--- src/rtl/strobe_pkg.sv ---
// Package: shared field widths, reset defaults, configuration type and the
// phase-window helpers used by the strobe timing generator.
// Assumes the phase counter is wide enough to hold twice the largest duration.
package strobe_pkg;

    localparam int DUR_W  = 4;              // duration field, in cycles
    localparam int EDGE_W = 4;              // strobe on/off fields, in phases
    localparam int REL_W  = 2;              // release gap, in cycles
    localparam int DLY_W  = 3;              // drive delay, in phases
    localparam int BOOT_W = 2;              // boot-select pins
    localparam int PH_W   = DUR_W + 2;      // phase counter width
    localparam int CMP_W  = PH_W + 1;       // compare width without overflow
    localparam int RPH_W  = REL_W + 1;      // release phase counter width

    localparam logic [BOOT_W-1:0] BOOT_NARROW = 2'b01;

    localparam logic [DUR_W-1:0]  RST_DUR    = 4'd10;
    localparam logic [EDGE_W-1:0] RST_CE_ON  = 4'd0;
    localparam logic [EDGE_W-1:0] RST_CE_OFF = 4'd0;
    localparam logic [EDGE_W-1:0] RST_OE_ON  = 4'd0;
    localparam logic [EDGE_W-1:0] RST_WE_ON  = 4'd9;
    localparam logic [EDGE_W-1:0] RST_WE_OFF = 4'd2;
    localparam logic [REL_W-1:0]  RST_REL    = 2'd2;
    localparam logic [DLY_W-1:0]  RST_DLY    = 3'd5;

    typedef struct packed {
        logic              bus_wide;
        logic              wait_en;
        logic              rd_only;
        logic [DUR_W-1:0]  dur;
        logic [EDGE_W-1:0] ce_on;
        logic [EDGE_W-1:0] ce_off;
        logic [EDGE_W-1:0] oe_on;
        logic [EDGE_W-1:0] we_on;
        logic [EDGE_W-1:0] we_off;
        logic [REL_W-1:0]  rel;
        logic [DLY_W-1:0]  dly;
    } cfg_t;

    // Slow default timing with the bus width chosen by the caller.
    function automatic cfg_t cfg_default(input logic wide);
        cfg_t c;
        c.bus_wide = wide;
        c.wait_en  = 1'b1;
        c.rd_only  = 1'b0;
        c.dur      = RST_DUR;
        c.ce_on    = RST_CE_ON;
        c.ce_off   = RST_CE_OFF;
        c.oe_on    = RST_OE_ON;
        c.we_on    = RST_WE_ON;
        c.we_off   = RST_WE_OFF;
        c.rel      = RST_REL;
        c.dly      = RST_DLY;
        return c;
    endfunction

    // Access length in phases; a zero duration means the longest access.
    function automatic logic [PH_W-1:0] access_len(input logic [DUR_W-1:0] dur);
        if (dur == '0)
            return PH_W'(2 ** (DUR_W + 1));
        return {1'b0, dur, 1'b0};
    endfunction

    // True when phase ph lies in [on, len - off).
    function automatic logic in_window(input logic [PH_W-1:0]   ph,
                                       input logic [EDGE_W-1:0] on,
                                       input logic [EDGE_W-1:0] off,
                                       input logic [PH_W-1:0]   len);
        logic [CMP_W-1:0] p, a, b, l;
        p = CMP_W'(ph);
        a = CMP_W'(on);
        b = CMP_W'(off);
        l = CMP_W'(len);
        return (p >= a) && ((p + b) < l);
    endfunction

endpackage

--- src/rtl/strobe_cfg_regs.sv ---
// Configuration register for one bank. Reset loads the slow defaults. The bus
// width comes from the boot-select pins, sampled every clock while reset is low.
// A write is taken only while the sequencer is idle, so the fields stay fixed
// for the whole of an access and its release gap.
module strobe_cfg_regs
    import strobe_pkg::*;
(
    input  logic              clk,
    input  logic              rst_n,
    input  logic [BOOT_W-1:0] boot_src,
    input  logic              cfg_wr,
    input  logic              idle,
    input  cfg_t              cfg_in,
    output cfg_t              cfg
);

    logic boot_wide;

    // Decode the boot-select pins into a bus width.
    always_comb boot_wide = (boot_src != BOOT_NARROW);

    // Hold the configuration; defaults on reset, loads only while idle.
    always_ff @(posedge clk) begin
        if (!rst_n)
            cfg <= cfg_default(boot_wide);
        else if (cfg_wr && idle)
            cfg <= cfg_in;
    end

endmodule

--- src/rtl/strobe_sequencer.sv ---
// Access sequencer: accepts a request, runs the phase counter through the
// access, holds it at the hold point while the memory asks to wait, and then
// counts the bus-release gap. It rejects writes to a read-only bank.
// Assumes the configuration does not change outside the idle state.
module strobe_sequencer
    import strobe_pkg::*;
#(
    parameter int LANES = 2
) (
    input  logic              clk,
    input  logic              rst_n,
    input  logic [DUR_W-1:0]  dur,
    input  logic [EDGE_W-1:0] ce_off,
    input  logic [EDGE_W-1:0] we_off,
    input  logic [REL_W-1:0]  rel,
    input  logic              wait_en,
    input  logic              rd_only,
    input  logic              req_valid,
    input  logic              req_write,
    input  logic [LANES-1:0]  req_lanes,
    input  logic              mem_wait,
    output logic              ready,
    output logic              active,
    output logic [PH_W-1:0]   phase,
    output logic [PH_W-1:0]   len,
    output logic              acc_write,
    output logic [LANES-1:0]  acc_lanes,
    output logic              stall,
    output logic              done,
    output logic              err
);

    typedef enum logic [1:0] {ST_IDLE, ST_ACC, ST_REL} seq_state_t;

    seq_state_t        state;
    logic [RPH_W-1:0]  rel_cnt;
    logic [RPH_W-1:0]  rel_len;
    logic              rel_none;
    logic [EDGE_W-1:0] tail_off;
    logic [PH_W-1:0]   hold_pt;
    logic              last_ph;
    logic              reject;

    // Access length and release length in phases.
    always_comb begin
        len      = access_len(dur);
        rel_len  = {rel, 1'b0};
        rel_none = (rel == '0);
    end

    // Hold point: the phase just before the earliest strobe off point.
    always_comb begin
        tail_off = (acc_write && (we_off > ce_off)) ? we_off : ce_off;
        hold_pt  = (len > PH_W'(tail_off)) ? (len - PH_W'(tail_off) - PH_W'(1)) : '0;
    end

    // State decode, stall condition and the rejection of a forbidden write.
    always_comb begin
        ready   = (state == ST_IDLE);
        active  = (state == ST_ACC);
        stall   = active && wait_en && mem_wait && (phase == hold_pt);
        last_ph = (phase == len - PH_W'(1));
        reject  = req_write && rd_only;
    end

    // Main state register, phase counter, release counter and done/err flags.
    always_ff @(posedge clk) begin
        if (!rst_n) begin
            state     <= ST_IDLE;
            phase     <= '0;
            rel_cnt   <= '0;
            acc_write <= 1'b0;
            acc_lanes <= '0;
            done      <= 1'b0;
            err       <= 1'b0;
        end else begin
            done <= 1'b0;
            err  <= 1'b0;
            case (state)
                ST_IDLE: begin
                    if (req_valid) begin
                        acc_write <= req_write;
                        acc_lanes <= req_lanes;
                        rel_cnt   <= '0;
                        if (reject) begin
                            done  <= 1'b1;
                            err   <= 1'b1;
                            state <= rel_none ? ST_IDLE : ST_REL;
                        end else begin
                            phase <= '0;
                            state <= ST_ACC;
                        end
                    end
                end
                ST_ACC: begin
                    if (!stall) begin
                        if (last_ph) begin
                            done    <= 1'b1;
                            rel_cnt <= '0;
                            state   <= rel_none ? ST_IDLE : ST_REL;
                        end else begin
                            phase <= phase + PH_W'(1);
                        end
                    end
                end
                ST_REL: begin
                    if (rel_cnt == rel_len - RPH_W'(1))
                        state <= ST_IDLE;
                    else
                        rel_cnt <= rel_cnt + RPH_W'(1);
                end
                default: state <= ST_IDLE;
            endcase
        end
    end

endmodule

--- src/rtl/strobe_decode.sv ---
// Strobe decoder: turns the registered phase counter and access type into the
// active-low strobes, the write data-drive enable and the read capture pulse.
// Lanes above lane 0 are strobed only on a wide bus. An empty window leaves
// its strobe inactive.
module strobe_decode
    import strobe_pkg::*;
#(
    parameter int LANES = 2
) (
    input  logic              active,
    input  logic [PH_W-1:0]   phase,
    input  logic [PH_W-1:0]   len,
    input  logic              acc_write,
    input  logic [LANES-1:0]  acc_lanes,
    input  logic              stall,
    input  logic              bus_wide,
    input  logic [EDGE_W-1:0] ce_on,
    input  logic [EDGE_W-1:0] ce_off,
    input  logic [EDGE_W-1:0] oe_on,
    input  logic [EDGE_W-1:0] we_on,
    input  logic [EDGE_W-1:0] we_off,
    input  logic [DLY_W-1:0]  dly,
    output logic              ce_n,
    output logic              oe_n,
    output logic [LANES-1:0]  we_n,
    output logic              data_oe,
    output logic              rd_capture
);

    logic we_win;

    // Chip-enable and output-enable windows.
    always_comb begin
        ce_n = !(active && in_window(phase, ce_on, ce_off, len));
        oe_n = !(active && !acc_write && in_window(phase, oe_on, EDGE_W'(0), len));
    end

    // Shared write window before the per-lane qualification.
    always_comb we_win = active && acc_write && in_window(phase, we_on, we_off, len);

    // Write data drive from the delay point to the end; capture on the last read phase.
    always_comb begin
        data_oe    = active && acc_write && (phase >= PH_W'(dly));
        rd_capture = active && !acc_write && !stall && (phase == len - PH_W'(1));
    end

    for (genvar g = 0; g < LANES; g++) begin : g_lane
        if (g == 0) begin : g_base
            // Lane 0 is strobed on any bus width.
            always_comb we_n[g] = !(we_win && acc_lanes[g]);
        end else begin : g_upper
            // Upper lanes are strobed only on a wide bus.
            always_comb we_n[g] = !(we_win && acc_lanes[g] && bus_wide);
        end
    end

endmodule

--- src/rtl/mem_strobe_gen.sv ---
// Top level of the external memory strobe timing generator for one bank.
// Collects the configuration ports into one record and connects the
// configuration register, the access sequencer and the strobe decoder.
// Assumes clk ticks once per phase (half a bus cycle) and LANES >= 2.
module mem_strobe_gen
    import strobe_pkg::*;
#(
    parameter int LANES = 2
) (
    input  logic              clk,
    input  logic              rst_n,
    input  logic [BOOT_W-1:0] boot_src,
    input  logic              cfg_wr,
    input  logic [DUR_W-1:0]  cfg_dur,
    input  logic [EDGE_W-1:0] cfg_ce_on,
    input  logic [EDGE_W-1:0] cfg_ce_off,
    input  logic [EDGE_W-1:0] cfg_oe_on,
    input  logic [EDGE_W-1:0] cfg_we_on,
    input  logic [EDGE_W-1:0] cfg_we_off,
    input  logic [REL_W-1:0]  cfg_release,
    input  logic [DLY_W-1:0]  cfg_drive_dly,
    input  logic              cfg_wait_en,
    input  logic              cfg_read_only,
    input  logic              cfg_bus_wide,
    input  logic              req_valid,
    input  logic              req_write,
    input  logic [LANES-1:0]  req_lanes,
    output logic              req_ready,
    input  logic              mem_wait,
    output logic              ce_n,
    output logic              oe_n,
    output logic [LANES-1:0]  we_n,
    output logic              data_oe,
    output logic              rd_capture,
    output logic              done,
    output logic              err,
    output logic              bus_wide
);

    cfg_t             cfg_in;
    cfg_t             cfg;
    logic             seq_active;
    logic [PH_W-1:0]  seq_phase;
    logic [PH_W-1:0]  seq_len;
    logic             seq_write;
    logic [LANES-1:0] seq_lanes;
    logic             seq_stall;

    // Gather the configuration input ports into one record.
    always_comb begin
        cfg_in.bus_wide = cfg_bus_wide;
        cfg_in.wait_en  = cfg_wait_en;
        cfg_in.rd_only  = cfg_read_only;
        cfg_in.dur      = cfg_dur;
        cfg_in.ce_on    = cfg_ce_on;
        cfg_in.ce_off   = cfg_ce_off;
        cfg_in.oe_on    = cfg_oe_on;
        cfg_in.we_on    = cfg_we_on;
        cfg_in.we_off   = cfg_we_off;
        cfg_in.rel      = cfg_release;
        cfg_in.dly      = cfg_drive_dly;
    end

    strobe_cfg_regs u_cfg (
        .clk      (clk),
        .rst_n    (rst_n),
        .boot_src (boot_src),
        .cfg_wr   (cfg_wr),
        .idle     (req_ready),
        .cfg_in   (cfg_in),
        .cfg      (cfg)
    );

    strobe_sequencer #(.LANES(LANES)) u_seq (
        .clk       (clk),
        .rst_n     (rst_n),
        .dur       (cfg.dur),
        .ce_off    (cfg.ce_off),
        .we_off    (cfg.we_off),
        .rel       (cfg.rel),
        .wait_en   (cfg.wait_en),
        .rd_only   (cfg.rd_only),
        .req_valid (req_valid),
        .req_write (req_write),
        .req_lanes (req_lanes),
        .mem_wait  (mem_wait),
        .ready     (req_ready),
        .active    (seq_active),
        .phase     (seq_phase),
        .len       (seq_len),
        .acc_write (seq_write),
        .acc_lanes (seq_lanes),
        .stall     (seq_stall),
        .done      (done),
        .err       (err)
    );

    strobe_decode #(.LANES(LANES)) u_dec (
        .active     (seq_active),
        .phase      (seq_phase),
        .len        (seq_len),
        .acc_write  (seq_write),
        .acc_lanes  (seq_lanes),
        .stall      (seq_stall),
        .bus_wide   (cfg.bus_wide),
        .ce_on      (cfg.ce_on),
        .ce_off     (cfg.ce_off),
        .oe_on      (cfg.oe_on),
        .we_on      (cfg.we_on),
        .we_off     (cfg.we_off),
        .dly        (cfg.dly),
        .ce_n       (ce_n),
        .oe_n       (oe_n),
        .we_n       (we_n),
        .data_oe    (data_oe),
        .rd_capture (rd_capture)
    );

    // Expose the current bus width.
    always_comb bus_wide = cfg.bus_wide;

endmodule

--- config.mk ---
export PLATFORM = sky130hd
export DESIGN_NAME = mem_strobe_gen
export DESIGN_NICKNAME = d
export VERILOG_FILES = /design/src/rtl/strobe_pkg.sv /design/src/rtl/strobe_cfg_regs.sv /design/src/rtl/strobe_sequencer.sv /design/src/rtl/strobe_decode.sv /design/src/rtl/mem_strobe_gen.sv
export SDC_FILE = /design/constraint.sdc
export NUM_CORES = 1
export LEC_CHECK = 0
export BUFFER_PORTS_ARGS = -buffer_cell sky130_fd_sc_hd__buf_2
export CORE_ASPECT_RATIO = 0.5
export CORE_MARGIN = 10
export CORE_UTILIZATION = 51
export CTS_BUF_LIST = sky130_fd_sc_hd__clkbuf_2 sky130_fd_sc_hd__clkbuf_4 sky130_fd_sc_hd__clkbuf_8
export DETAILED_ROUTE_END_ITERATION = 8
export PLACE_DENSITY = 0.68
export SYNTH_ARGS = -nofsm -noshare
export SYNTH_HDL_FRONTEND = slang
export SYNTH_HIERARCHICAL = 1
export SYNTH_SLANG_ARGS = --single-unit
--- constraint.sdc ---
create_clock -name clk -period 5.1 [get_ports clk]
set_input_delay 0.51 -clock clk [delete_from_list [all_inputs] [get_ports clk]]
set_output_delay 0.51 -clock clk [all_outputs]
set_load 0.1 [all_outputs]
### Word-level counts from Yosys, hierarchy flattened

Cells that the tools add are included.

| storage, ports and cells | value |
|---|---|
| bits of input ports | 42 |
| bits in registers | 48 |
| output and inout bits | 10 |
| logic and storage cells | 114 |

| operators by class | value |
|---|---|
| multiplexer cells | 29 |
| reduce and logical (&&, ||, !) cells | 36 |
| equal/unequal tests | 14 |
| add/subtract/negate cells | 8 |
| order comparisons | 9 |

Operators with widths:

| kind | number |
|---|---|
| 32-bit 2-to-1 mux | 2 |
| 6-bit 2-to-1 mux | 7 |
| 1-bit logical AND | 20 |
| 6-bit by 4-bit greater-or-equal comparator with 1-bit output | 3 |
| 6-bit by 4-bit adder with 7-bit output | 2 |
| 7-bit by 6-bit < comparator with 1-bit output | 2 |
| 6-bit == test | 2 |
| 2-bit 2-to-1 mux | 6 |
| 3-bit 2-to-1 mux | 4 |
| 2-bit inequality test, second input constant | 6 |
| 6-bit one-hot mux with 2 select lines | 1 |
| 6-bit by 1-bit subtractor with 6-bit output, second input constant | 2 |
| 5-bit AND reduction | 2 |
| 3-bit one-hot mux with 3 select lines | 1 |
| 6-bit by 1-bit adder with 6-bit output, second input constant | 1 |
| 6-bit by 3-bit greater-or-equal comparator with 1-bit output | 1 |
| 6-bit by 4-bit greater-than comparator with 1-bit output | 1 |
| 1-bit zero test | 6 |
| 6-bit < comparator | 1 |
| 2-bit by 1-bit inequality test with 1-bit output, second input constant | 3 |
| 2-bit one-hot mux with 3 select lines | 1 |
| 6-bit by 4-bit subtractor with 6-bit output | 1 |
| 1-bit 2-to-1 mux | 5 |
| 4-bit greater-than comparator | 1 |
| other kinds (13) | 15 |

### Logic depth before layout (Yosys ltp)

Gate-level depths: netlist (run 1).

| logic depth | value |
|---|---|
| depth in word-level cells | 11 |
| gate-level depth with buffers | 19 |
| depth with buffers taken out | 18 |

### Hierarchy

The synthesis (run 1) kept the hierarchy.

Modules (own cells, without submodules):

| module | cells each | instances | area an instance (sq um) | seq. area each (sq um) |
|---|---|---|---|---|
| strobe_sequencer | 205 | 1 | 1580.3 | 320.3 |
| strobe_cfg_regs | 148 | 1 | 1397.6 | 650.6 |
| strobe_decode | 145 | 1 | 1173.6 | 0.0 |

### Least setup slack after synthesis (run 1)

Ideal clock, no wire load.

| timing path | value |
|---|---|
| kind | register -> output |
| start | reg u_cfg/cfg[18] (netlist name) |
| end | out rd_capture |
| path buffers | 1 |
| cell stages (with the launch flop) | 19 |
| data required time | 4.590 ns |
| data arrival time | 4.834 ns |
| setup slack | -0.244 ns |
| cell sequence | dfxtp_1 -> inv_1 -> ha_1 -> nor2b_1 -> o211ai_2 -> a21oi_1 -> a21oi_1 -> ha_1 -> fa_1 -> a21oi_1 -> xnor2_1 -> a221oi_1 -> o21ai_0 -> o21ai_0 -> and3_1 -> buf_6 -> nor4_1 -> nand3_1 -> a21oi_1 |

| on the way | value |
|---|---|
| cells in the longest elaborated chain, start to end | 11 |
| elaborated cells between the ends (all ways) | 12 |
| classes of those cells | 2 x add/sub; 2 x order compare; 1 x eq/ne; 2 x mux; 5 x reduce/logical |

RTL lines:

| item | line | source |
|---|---|---|
| 4-bit greater-than comparator | strobe_sequencer.sv:53 | `tail_off = (acc_write && (we_off > ce_off)) ? we_off : ce_off;` |
| 1-bit logical AND | strobe_sequencer.sv:53 |  |
| 4-bit 2-to-1 mux * | strobe_sequencer.sv:53 |  |
| 6-bit by 4-bit subtractor with 6-bit output | strobe_sequencer.sv:54 | `hold_pt = (len > PH_W'(tail_off)) ? (len - PH_W'(tail_off) - PH_W'(1)) : '0;` |
| 6-bit by 1-bit subtractor with 6-bit output | strobe_sequencer.sv:54 |  |
| 6-bit 2-to-1 mux * | strobe_sequencer.sv:54 |  |
| 6-bit == test * | strobe_sequencer.sv:61 | `stall = active && wait_en && mem_wait && (phase == hold_pt);` |
| 1-bit logical AND * | strobe_sequencer.sv:61 |  |
| net seq_stall | mem_strobe_gen.sv:47 | `logic seq_stall;` |
| 1-bit zero test * | strobe_decode.sv:44 | `rd_capture = active && !acc_write && !stall && (phase == len - PH_W'(1));` |
| 1-bit logical AND * (2 in series) | strobe_decode.sv:44 |  |
| to (decl) | mem_strobe_gen.sv:34 | `output logic rd_capture,` |

Mark *: on every way through the listed nets, which the timed path passes. The rest lies on a longest branch.

### Worst setup path after layout (run 1)

| timing path | value |
|---|---|
| start | reg u_cfg/cfg[18] (netlist name) |
| end | out rd_capture |

| on the way | value |
|---|---|
| cells in the longest elaborated chain, start to end | 11 |
| elaborated cells between the ends (all ways) | 12 |
| classes of those cells | 2 x add/sub; 2 x order compare; 1 x eq/ne; 2 x mux; 5 x reduce/logical |

RTL lines:

| item | line |
|---|---|
| 4-bit greater-than comparator | strobe_sequencer.sv:53 |
| 1-bit logical AND | strobe_sequencer.sv:53 |
| 4-bit 2-to-1 mux * | strobe_sequencer.sv:53 |
| 6-bit by 4-bit subtractor with 6-bit output | strobe_sequencer.sv:54 |
| 6-bit by 1-bit subtractor with 6-bit output | strobe_sequencer.sv:54 |
| 6-bit 2-to-1 mux * | strobe_sequencer.sv:54 |
| 6-bit == test * | strobe_sequencer.sv:61 |
| 1-bit logical AND * | strobe_sequencer.sv:61 |
| net seq_stall | mem_strobe_gen.sv:47 |
| 1-bit zero test * | strobe_decode.sv:44 |
| 1-bit logical AND * (2 in series) | strobe_decode.sv:44 |

Marked as above.

==> results of run 1 <==
per-stage QoR:
step                total power (uW)  hold slack, ps  util (%)  area [um2]  std cells
floorplan                        866             428         -        4160        498
global placement                 956             441      55.7        4440        641
detailed placement               966             448      55.7        4440        641
CTS                             1300             425      57.5        4580        649
global route                    1410             431      58.1        4630        650
finish                          1320             433      58.1        4630        650
state kept, by name (all words and copies together) (netlist names):
| register | cells |
|---|---|
| u_seq/phase | 6 |
| u_seq/acc_write | 1 |
| u_seq/state | 2 |
| u_seq/acc_lanes | 2 |
| u_cfg/cfg | 32 |
| u_seq/err | 1 |
| u_seq/done | 1 |
| u_seq/rel_cnt | 3 |
placed cells by master (no fill, tap or decap), types with 3 or more instances in the layout:
cell and n:
a211oi_1 5, a21o_1 9, a21oi_1 21, a21oi_2 5
and2_1 4, buf_2 50, buf_4 10, clkbuf_8 5
dfxtp_1 45, fa_1 3, ha_1 52, inv_1 41
mux2i_1 8, nand2_1 39, nand2b_1 7, nand3_1 23
nand4_1 25, nor2_1 21, nor2b_1 8, nor3_1 8
nor4_1 3, o211ai_2 10, o21ai_0 18, o21ai_2 21
o22ai_1 3, o31ai_1 4, or3_1 3, or4_1 3
xnor2_1 19, xor2_1 8
cell type report:
class | instances | area (um2)
clock buffer | 6 | 76.3
clock inverter | 2 | 60.1
fill | 757 | 3340
inverter | 42 | 158
multi-input combinational | 379 | 2880
sequential | 48 | 973
tap | 112 | 140
timing repair buffer | 61 | 337
worst max-delay path by stage:
stage / start / to / slack [ps] / depth (start not counted)
finish: u_cfg/cfg[18]$_SDFFE_PN0P_ / rd_capture / 290 / 19
global route: u_cfg/cfg[18]$_SDFFE_PN0P_ / rd_capture / -5 / 19
CTS: u_cfg/cfg[18]$_SDFFE_PN0P_ / rd_capture / 80 / 18
detailed placement: u_cfg/cfg[18]$_SDFFE_PN0P_ / rd_capture / 210 / 18
global placement: u_cfg/cfg[18]$_SDFFE_PN0P_ / rd_capture / 460 / 18
floorplan: u_cfg/cfg[18]$_SDFFE_PN0P_ / rd_capture / 370 / 18
worst register-to-register path: stages (launching register included):
cell	delay, ps
dfxtp_2	380
inv_1	70
ha_1	300
nor2b_1	150
o211ai_2	270
a21oi_4	120
nor2_1	100
a21oi_1	50
ha_1	240
fa_1	440
a21oi_2	210
xnor2_1	140
a221oi_1	110
o21ai_0	150
o21ai_0	140
and3_2	300
or4_1	530
a21oi_1	150
report_power, final:
| group | switching (uW) | internal (uW) | total, uW |
|---|---|---|---|
| logic | 318 | 206 | 523 |
| registers | 44.3 | 413 | 457 |
| clock network | 136 | 201 | 338 |
| total | 498 | 820 | 1320 |
what timing repair did:
action,CTS,global route
setup endpoints to repair,1,1
pin swaps,0,1
setup buffers,0,1
resized for setup,2,10
cells by family after synthesis:
kind of cell,count (synthesis)
AOI/OAI and AO/OA,124
xor gates and xnor gates,27
adders and majority gates,55
buffers and inverters,71
DFF,48
muxes,9
other,1
and+or+nand+nor,163
layer usage:
layer,up-vias,routed length [um],global-route usage (%)
li1,1871,-,-
met1,1749,5490,24.0
met2,82,4690,26.3
met3,6,454,3.30
met4,0,55,3.13
met5,-,0,0
==> impl_metrics.tcl, run 1 <==
set metrics [dict create \
    outcome "complete, no violations" \
    synth_compound_area_share_pct 22.4 \
    gp_congestion 0.931 \
    viasPerCell 5.70 \
    worstPathRequired_ps 4590 \
    n_antenna_cell 0 \
    cts_buffer_depth 2 \
    synth_top_family_by_area "compound AO/OA/AOI/OAI gates" \
    core_area_um2 7970 \
    r2r-end "u_seq/phase[4]$_SDFFE_PN0P_" \
    setup.worst_path.start_class "flip-flop" \
    route.vias.total 3708 \
    synth-edff-count 1 \
    wl_per_cell_um 16.4 \
    cp_max_fo 10 \
    path_clk_slew_ps 100 \
    max_slew_margin_pct 42.0 \
    grt_max_degree 40 \
    die-width_um 148 \
    setup.worst_path.end_class "output port" \
    worstMarginPinSlew_ps 847 \
    synth.top_cell.area_share_pct 22.7 \
    num_rows 23 \
    synthArstFlopShare_pct 0 \
    die_h_um 83.8 \
    h-tree-depth 2 \
    synth_seq_cells 48 \
    die_area_um2 12400 \
    skew_ps 7.50 \
    remaining_drc_errors 0 \
    critical_path_buf_inv_count 2 \
    io_buffers 51 \
    synth_xor_area_share_pct 5.70 \
    ir_drop_mv 0.146 \
    reg2reg_depth 17 \
    arrival_ps 4300 \
    period_share_pct 94.2 \
    hp-class "in -> reg" \
    synthCells 498 \
    min_from "cfg_ce_on[1]" \
    final.setup.worst_slack_ps 294 \
    grt_overflow_total 0 \
    synth.largest_area_cell "dfxtp_1" \
    synth.most_common_cell "ha_1" \
    ys.warnings.count 6 \
    crit_chain "inv_1, ha_1, nor2b_1, o211ai_2, a21oi_4, nor2_1, a21oi_1, ha_1, fa_1, a21oi_2, xnor2_1, a221oi_1, o21ai_0, o21ai_0, and3_2, nor4_1, nand3_1, a21oi_2, buf_6" \
    hold_end "u_cfg/cfg[22]$_SDFFE_PN0P_" \
    fmax_mhz 208 \
    p_leak_uw 0.00203 \
    synth_ff_type "dfxtp_1" \
    clk_latency_ps 310 \
    ios 52 \
    drv_slew 0 \
    hold_depth 3 \
    r2r_start "u_cfg/cfg[18]$_SDFFE_PN0P_" \
    cpPeakStageDelay_ps 430 \
    yosys.cell_types.count 66 \
    dp.final_hpwl_um 8160 \
    synth_common_cells "52 x ha_1, 47 x dfxtp_1, 41 x inv_1" \
    first_pass_iters 5 \
    ant_nets 0 \
    synth.top_cells.by_area "dfxtp_1 23%, ha_1 16%, o21ai_2 4.4%, xnor2_1 4.0%, nand4_1 3.8%" \
    syn_avg_cell_area_um2 8.34 \
    crit_family "compound AO/OA/AOI/OAI gates" \
    num-nets-final 634 \
    synth-simple-area-share_pct 20.9 \
    power_per_cell_area_nw_per_um2 285 \
    ctsHoldBuffers 0 \
    cts_inserted_buffers 5 \
    synth_adder_area_share_pct 17.1 \
    start_util_pct 52.1 \
    grt_usage_pct 17.1 \
    finalSetupViolations 0 \
    grt_first_pass_wirelength_um 17900 \
    cts-root-buf "clkbuf_8" \
    cts.sinks 48 \
    pre_cts_ws_ps 206 \
    drtIter0Drc 201 \
    areaGrowthSynthToFinish_pct 11.5 \
    ys_seq_area_share_pct 23.4 \
    finalHoldViolCount 0 \
    syn_nets 595 \
    cap_violations 0 \
    drt_wl_total_um 10700 \
    final_layout_size_suffix_gt1_share_pct 22.9 \
    antenna_found_initial 0 \
    crit_type "reg -> out" \
    critPathSlowestCell "fa_1" \
    period_needed_ps 4810 \
    syn_area_um2 4150 \
    grt_pass1_vias 3581 \
    cts_tree "built" \
    r2r_setup_slack_ps 1200 \
    synth_mux_area_share_pct 2.29 \
    tns_ps 0 \
]
No activity file was read; power rests on OpenSTA's default activity.
==> run 2, diff against run 1 <==
- ABC_AREA: unset -> 1
- PLACE_DENSITY: 0.68 -> 0.67
==> impl_metrics.tcl, run 2 <==
set metrics [dict create \
    outcome "complete, no violations" \
    final_common_cell "nand2_1" \
    first_pass_iters 5 \
    wl_met3_um 663 \
    grt_pass1_vias 3851 \
    gp_congestion 0.906 \
    path_clk_slew_ps 90 \
    reg2reg_depth 21 \
    remaining_drc_errors 0 \
    synth_seq_cells 48 \
    synth_ff_type "dfxtp_1" \
    antenna_found_initial 0 \
    ir_drop_mv 0.396 \
    viasPerCell 5.01 \
    cts_tree "built" \
    io_buffers 51 \
    met2_length_um 4260 \
    synth_common_cells "166 x nand2_1, 106 x inv_1, 92 x nor2_1" \
    holdWs_ps 424 \
    num_rows 23 \
    die-width_um 149 \
    r2r_start "u_cfg/cfg[18]$_SDFFE_PN0P_" \
    largest_reg_flops 32 \
    cts-root-buf "clkbuf_8" \
    syn_area_um2 4270 \
    grt_first_pass_wirelength_um 18300 \
    cp_max_fo 7 \
    arrival_ps 3940 \
    synthArstFlopShare_pct 0 \
    period_needed_ps 4450 \
    synth_compound_area_share_pct 6.76 \
    synthCells 669 \
    r2r_setup_slack_ps 1740 \
    drtIter0Drc 284 \
    synth.top_cell.area_share_pct 22.0 \
    synth.top_cells.by_area "dfxtp_1 22%, ha_1 15%, nand2_1 15%, inv_1 9.3%, nor2_1 8.1%" \
    worstMarginPinSlew_ps 935 \
    ctsHoldBuffers 0 \
    reg.largest.list "u_cfg/cfg: 32 flops, u_seq/phase: 6 flops, u_seq/rel_cnt: 3 flops" \
    wl_met1_um 5700 \
    syn_nets 766 \
    tns_ps 0 \
    period_share_pct 87.2 \
    synth_adder_area_share_pct 16.6 \
    crit_type "reg -> out" \
    max_slew_margin_pct 37.5 \
    clk_latency_ps 300 \
    grt_usage_pct 17.2 \
    wl_per_cell_um 13.0 \
    fmax_mhz 225 \
    highest_layer "met4" \
    syn_avg_cell_area_um2 6.39 \
    core_area_um2 8090 \
    min_from "cfg_ce_on[3]" \
    finalHoldViolCount 0 \
    num-nets-final 807 \
    synth_xor_area_share_pct 3.69 \
    drv_slew 0 \
    p_leak_uw 0.00262 \
    power_per_cell_area_nw_per_um2 595 \
    synth.most_common_cell "nand2_1" \
    setup.worst_path.start_class "flip-flop" \
    hold_depth 3 \
    rsz0062_at_grt "no" \
    synth_top_family_by_area "simple AND/OR/NAND/NOR gates" \
    cts_buffer_depth 2 \
    finalSetupViolations 0 \
    hp-class "in -> reg" \
    cts_inserted_buffers 5 \
    start_util_pct 52.8 \
    drt_wl_total_um 10700 \
    synth.largest_area_cell "dfxtp_1" \
    synth-simple-area-share_pct 36.9 \
    ys_seq_area_share_pct 22.7 \
    h-tree-depth 2 \
    worstPathRequired_ps 4590 \
    r2r-end "u_seq/rel_cnt[0]$_SDFFE_PN0P_" \
    synth_mux_area_share_pct 0 \
    synth-edff-count 1 \
    dp.final_hpwl_um 8220 \
    ys.warnings.count 6 \
    die_area_um2 12700 \
    n_antenna_cell 0 \
    grt_max_degree 55 \
    final_layout_size_suffix_gt1_share_pct 12.4 \
    ant_nets 0 \
    final_cell_mix "166 x nand2_1, 106 x inv_1, 92 x nor2_1" \
    ios 52 \
    areaGrowthSynthToFinish_pct 9.08 \
    cts-resized-gates 0 \
    grt_overflow_total 0 \
    route.vias.total 4122 \
    postCtsSetupBuffers 0 \
    die_h_um 84.7 \
    skew_ps 8.59 \
    yosys.cell_types.count 40 \
    cts.sinks 48 \
    hold_end "u_cfg/cfg[24]$_SDFFE_PN0P_" \
    cap_violations 0 \
    setup.worst_path.end_class "output port" \
    top_register "u_cfg/cfg" \
]
-- run 2: changes by cell type in the layout (fill, tap and decap cells not counted), moves of 8 or more --
cell      previous run  this run
nor2b_1              8         0
o211ai_2            10         0
nand4_1             25        16
o21ai_2             21         0
xnor2_1             19         7
a21o_1               9         0
inv_1               41       106
nand2_1             39       166
mux2i_1              8         0
nand3_1             23        62
nor2_1              21        92
-- run 2: cell type report --
class | instances | area, um2
Tap cell | 112 | 140
Sequential cell | 48 | 971
Clock buffer | 6 | 76.3
Clock inverter | 2 | 35.0
Timing Repair Buffer | 54 | 278
Fill cell | 838 | 3430
Multi-Input combinational cell | 490 | 2740
Inverter | 111 | 424
-- run 2: cells by family (layout without fill, tap and decap cells) --
logic type | count (synthesis) | after routing
and+or+nand+nor | 363 | 363
buffers and inverters | 131 | 173
adders and majority gates | 55 | 55
AOI/OAI and AO/OA | 53 | 53
DFF | 48 | 48
xor gates and xnor gates | 18 | 18
other | 1 | 1
-- run 2: stage by stage --
step | power, uW | instances | setup slack, ps | instance area, um2 | utilization [%]
after floorplan | 2100 | 669 | 335 | 4270 | -
after global placement | 2440 | 815 | 1030 | 4550 | 56.3
after detailed placement | 2470 | 815 | 980 | 4550 | 56.3
after CTS | 2760 | 823 | 637 | 4660 | 57.6
after global routing | 3100 | 823 | 317 | 4660 | 57.6
final | 2770 | 823 | 653 | 4660 | 57.6
-- run 2: where the power goes --
part / internal [uW] / switching [uW] / total (uW)
clock network: 151 / 132 / 283
logic: 659 / 1170 / 1830
registers: 493 / 168 / 660
-- run 2: worst max-delay path by stage --
stage	start	endpoint	slack (ps)	depth (start not counted)
final	u_cfg/cfg[18]$_SDFFE_PN0P_	rd_capture	650	24
after global routing	u_cfg/cfg[18]$_SDFFE_PN0P_	rd_capture	320	24
after CTS	u_cfg/cfg[18]$_SDFFE_PN0P_	rd_capture	640	24
after detailed placement	u_cfg/cfg[18]$_SDFFE_PN0P_	rd_capture	980	24
after global placement	u_cfg/cfg[18]$_SDFFE_PN0P_	rd_capture	1030	24
after floorplan	u_cfg/cfg[18]$_SDFFE_PN0P_	rd_capture	330	24
-- run 2: critical path, cell delays in order (launching register included) --
cell and delay (ps):
dfxtp_1 410, inv_1 90, ha_1 310, nand2_1 70, nor2_1 40, nor2_2 100
nand2_2 120, nand2_1 70, o21ai_0 80, ha_1 230, fa_1 410, a211o_1 320
xor2_1 150, nand2_1 70, nand2_1 40, nand2_1 80, nor2_1 40, nand3_2 60
inv_1 40, nor2_1 90, nand3_1 90, nor2_1 120, nand3_1 80, nor2_1 80
buf_2 430
-- run 2: metal layers --
layer	GRT usage [%]	vias to the layer above
met5	0	-
met4	2.83	0
met3	3.80	7
met2	25.2	107
met1	25.3	1821
li1	-	2187
==> run 3, diff against run 2 <==
==> constraint.sdc (replaced) <==
create_clock -name clk -period 5.1 [get_ports clk]
set_input_delay 0.765 -clock clk [delete_from_list [all_inputs] [get_ports clk]]
set_output_delay 0.765 -clock clk [all_outputs]
set_load 0.1 [all_outputs]
==> impl_metrics.tcl, run 3 (synthesis gave the netlist of run 2 again) <==
set metrics [dict create \
    die_h_um 84.7 \
    final_cell_mix "166 x nand2_1, 106 x inv_1, 92 x nor2_1" \
    crit_chain "inv_1, ha_1, nand2_1, nor2_1, nor2_2, nand2_2, nand2_1, o21ai_0, ha_1, fa_1, a211o_1, xor2_1, nand2_1, nand2_1, nand2_1, nor2_1, nand3_2, inv_1, nor2_1, nand3_1, nor2_1, nand3_1, nor2_1, buf_2" \
    critical_path_buf_inv_count 3 \
    ctsHoldBuffers 0 \
    drv_slew 0 \
    hp-class "reg -> reg" \
    ir_drop_mv 0.415 \
    antenna_found_initial 0 \
    wl_per_cell_um 13.2 \
    period_share_pct 91.3 \
    max_slew_margin_pct 34.9 \
    grt_usage_pct 17.5 \
    critPathSlowestCell "buf_2" \
    cts-root-buf "clkbuf_8" \
    first_pass_iters 5 \
    h-tree-depth 2 \
    io_buffers 51 \
    rsz0062_at_grt "no" \
    cts_inserted_buffers 5 \
    cts_buffer_depth 2 \
    drt_wl_total_um 10800 \
    holdWs_ps 460 \
    power_uw 2710 \
    crit_type "reg -> out" \
    ios 52 \
    dp.final_hpwl_um 8390 \
    utilization_pct 57.3 \
    setup.worst_path.start_class "flip-flop" \
    clk_latency_ps 300 \
    cpPeakStageDelay_ps 420 \
    die_area_um2 12700 \
    final_layout_size_suffix_gt1_share_pct 12.3 \
    final.setup.worst_slack_ps 441 \
    tns_ps 0 \
    outcome "complete, no violations" \
    cap_violations 0 \
    pre_cts_ws_ps 763 \
    remaining_drc_errors 0 \
    arrival_ps 3890 \
    viasPerCell 4.99 \
    worstMarginPinSlew_ps 973 \
    n_antenna_cell 0 \
    crit_family "simple AND/OR/NAND/NOR gates" \
    grt_max_degree 55 \
    num_rows 23 \
    cp_max_fo 7 \
    cts.sinks 48 \
    route.vias.total 4098 \
    finalSetupViolations 0 \
    r2r_setup_slack_ps 1770 \
    p_leak_uw 0.00260 \
    grt_pass1_vias 3884 \
    setup.worst_path.end_class "output port" \
    cts_tree "built" \
    reg.largest.list "u_cfg/cfg: 32 flops, u_seq/phase: 6 flops, u_seq/rel_cnt: 3 flops" \
    die-width_um 149 \
    skew_ps 4.85 \
    top_register "u_cfg/cfg" \
    power_per_cell_area_nw_per_um2 586 \
    drtIter0Drc 253 \
    core_area_um2 8090 \
    final_common_cell "nand2_1" \
    ant_nets 0 \
    cts-resized-gates 0 \
    finalHoldViolCount 0 \
    start_util_pct 52.8 \
    grt_first_pass_wirelength_um 18700 \
    areaGrowthSynthToFinish_pct 8.37 \
    gp_congestion 0.913 \
    period_needed_ps 4660 \
    largest_reg_flops 32 \
    fmax_mhz 215 \
    path_clk_slew_ps 90 \
    postCtsSetupBuffers 0 \
    worstPathRequired_ps 4340 \
    num-nets-final 807 \
    grt_overflow_total 0 \
]
## run 3: worst paths after layout
check,start,end,cells after the start
worst max-delay path,u_cfg/cfg[18]$_SDFFE_PN0P_,rd_capture,24
worst min-delay path,u_cfg/cfg[4]$_SDFFE_PN1P_,u_cfg/cfg[4]$_SDFFE_PN1P_,2
worst max register to register,u_cfg/cfg[18]$_SDFFE_PN0P_,u_seq/rel_cnt[1]$_SDFFE_PN0P_,22
worst min register to register,u_cfg/cfg[4]$_SDFFE_PN1P_,u_cfg/cfg[4]$_SDFFE_PN1P_,2
## run 3: power by group
part	internal, uW	total [uW]	switching, uW
clock network	99.0	224	125
registers	493	660	168
logic	653	1830	1170
## run 3: final cells by class
cell class	instances	area, um2
Fill cell	836	3460
Multi-Input combinational cell	490	2740
Sequential cell	48	971
Inverter	111	424
Timing Repair Buffer	54	278
Tap cell	112	140
Clock buffer	6	76.3
Clock inverter	1	5.00
## run 3: worst reg2reg max path, cell delays in order (launching register included)
cell and delay, ps:
dfxtp_1 410, inv_1 90, ha_1 320, nand2_1 70, nor2_1 40, nor2_2 100
nand2_2 110, nand2_1 70, o21ai_0 80, ha_1 220, fa_1 400, a211o_1 310
xor2_1 170, nand2_1 70, nand2_1 50, nand2_1 60, nor2_1 100, nand3_2 80
buf_4 210, nand3_4 100, nand2_1 60, nand2_1 50, nor2_1 50
## run 3: per-layer routing
metal | track usage (%) | vias up | wire (um)
met5 | 0 | - | 0
met2 | 26.1 | 105 | 4290
met4 | 2.13 | 0 | 8
met1 | 25.9 | 1809 | 5940
met3 | 3.21 | 2 | 581
li1 | - | 2182 | -
## run 3: metrics by stage
step	area, um2	instances
final	4630	822
after global routing	4630	822
after CTS	4630	822
after detailed placement	4550	815
after global placement	4550	815
after floorplan	4270	669
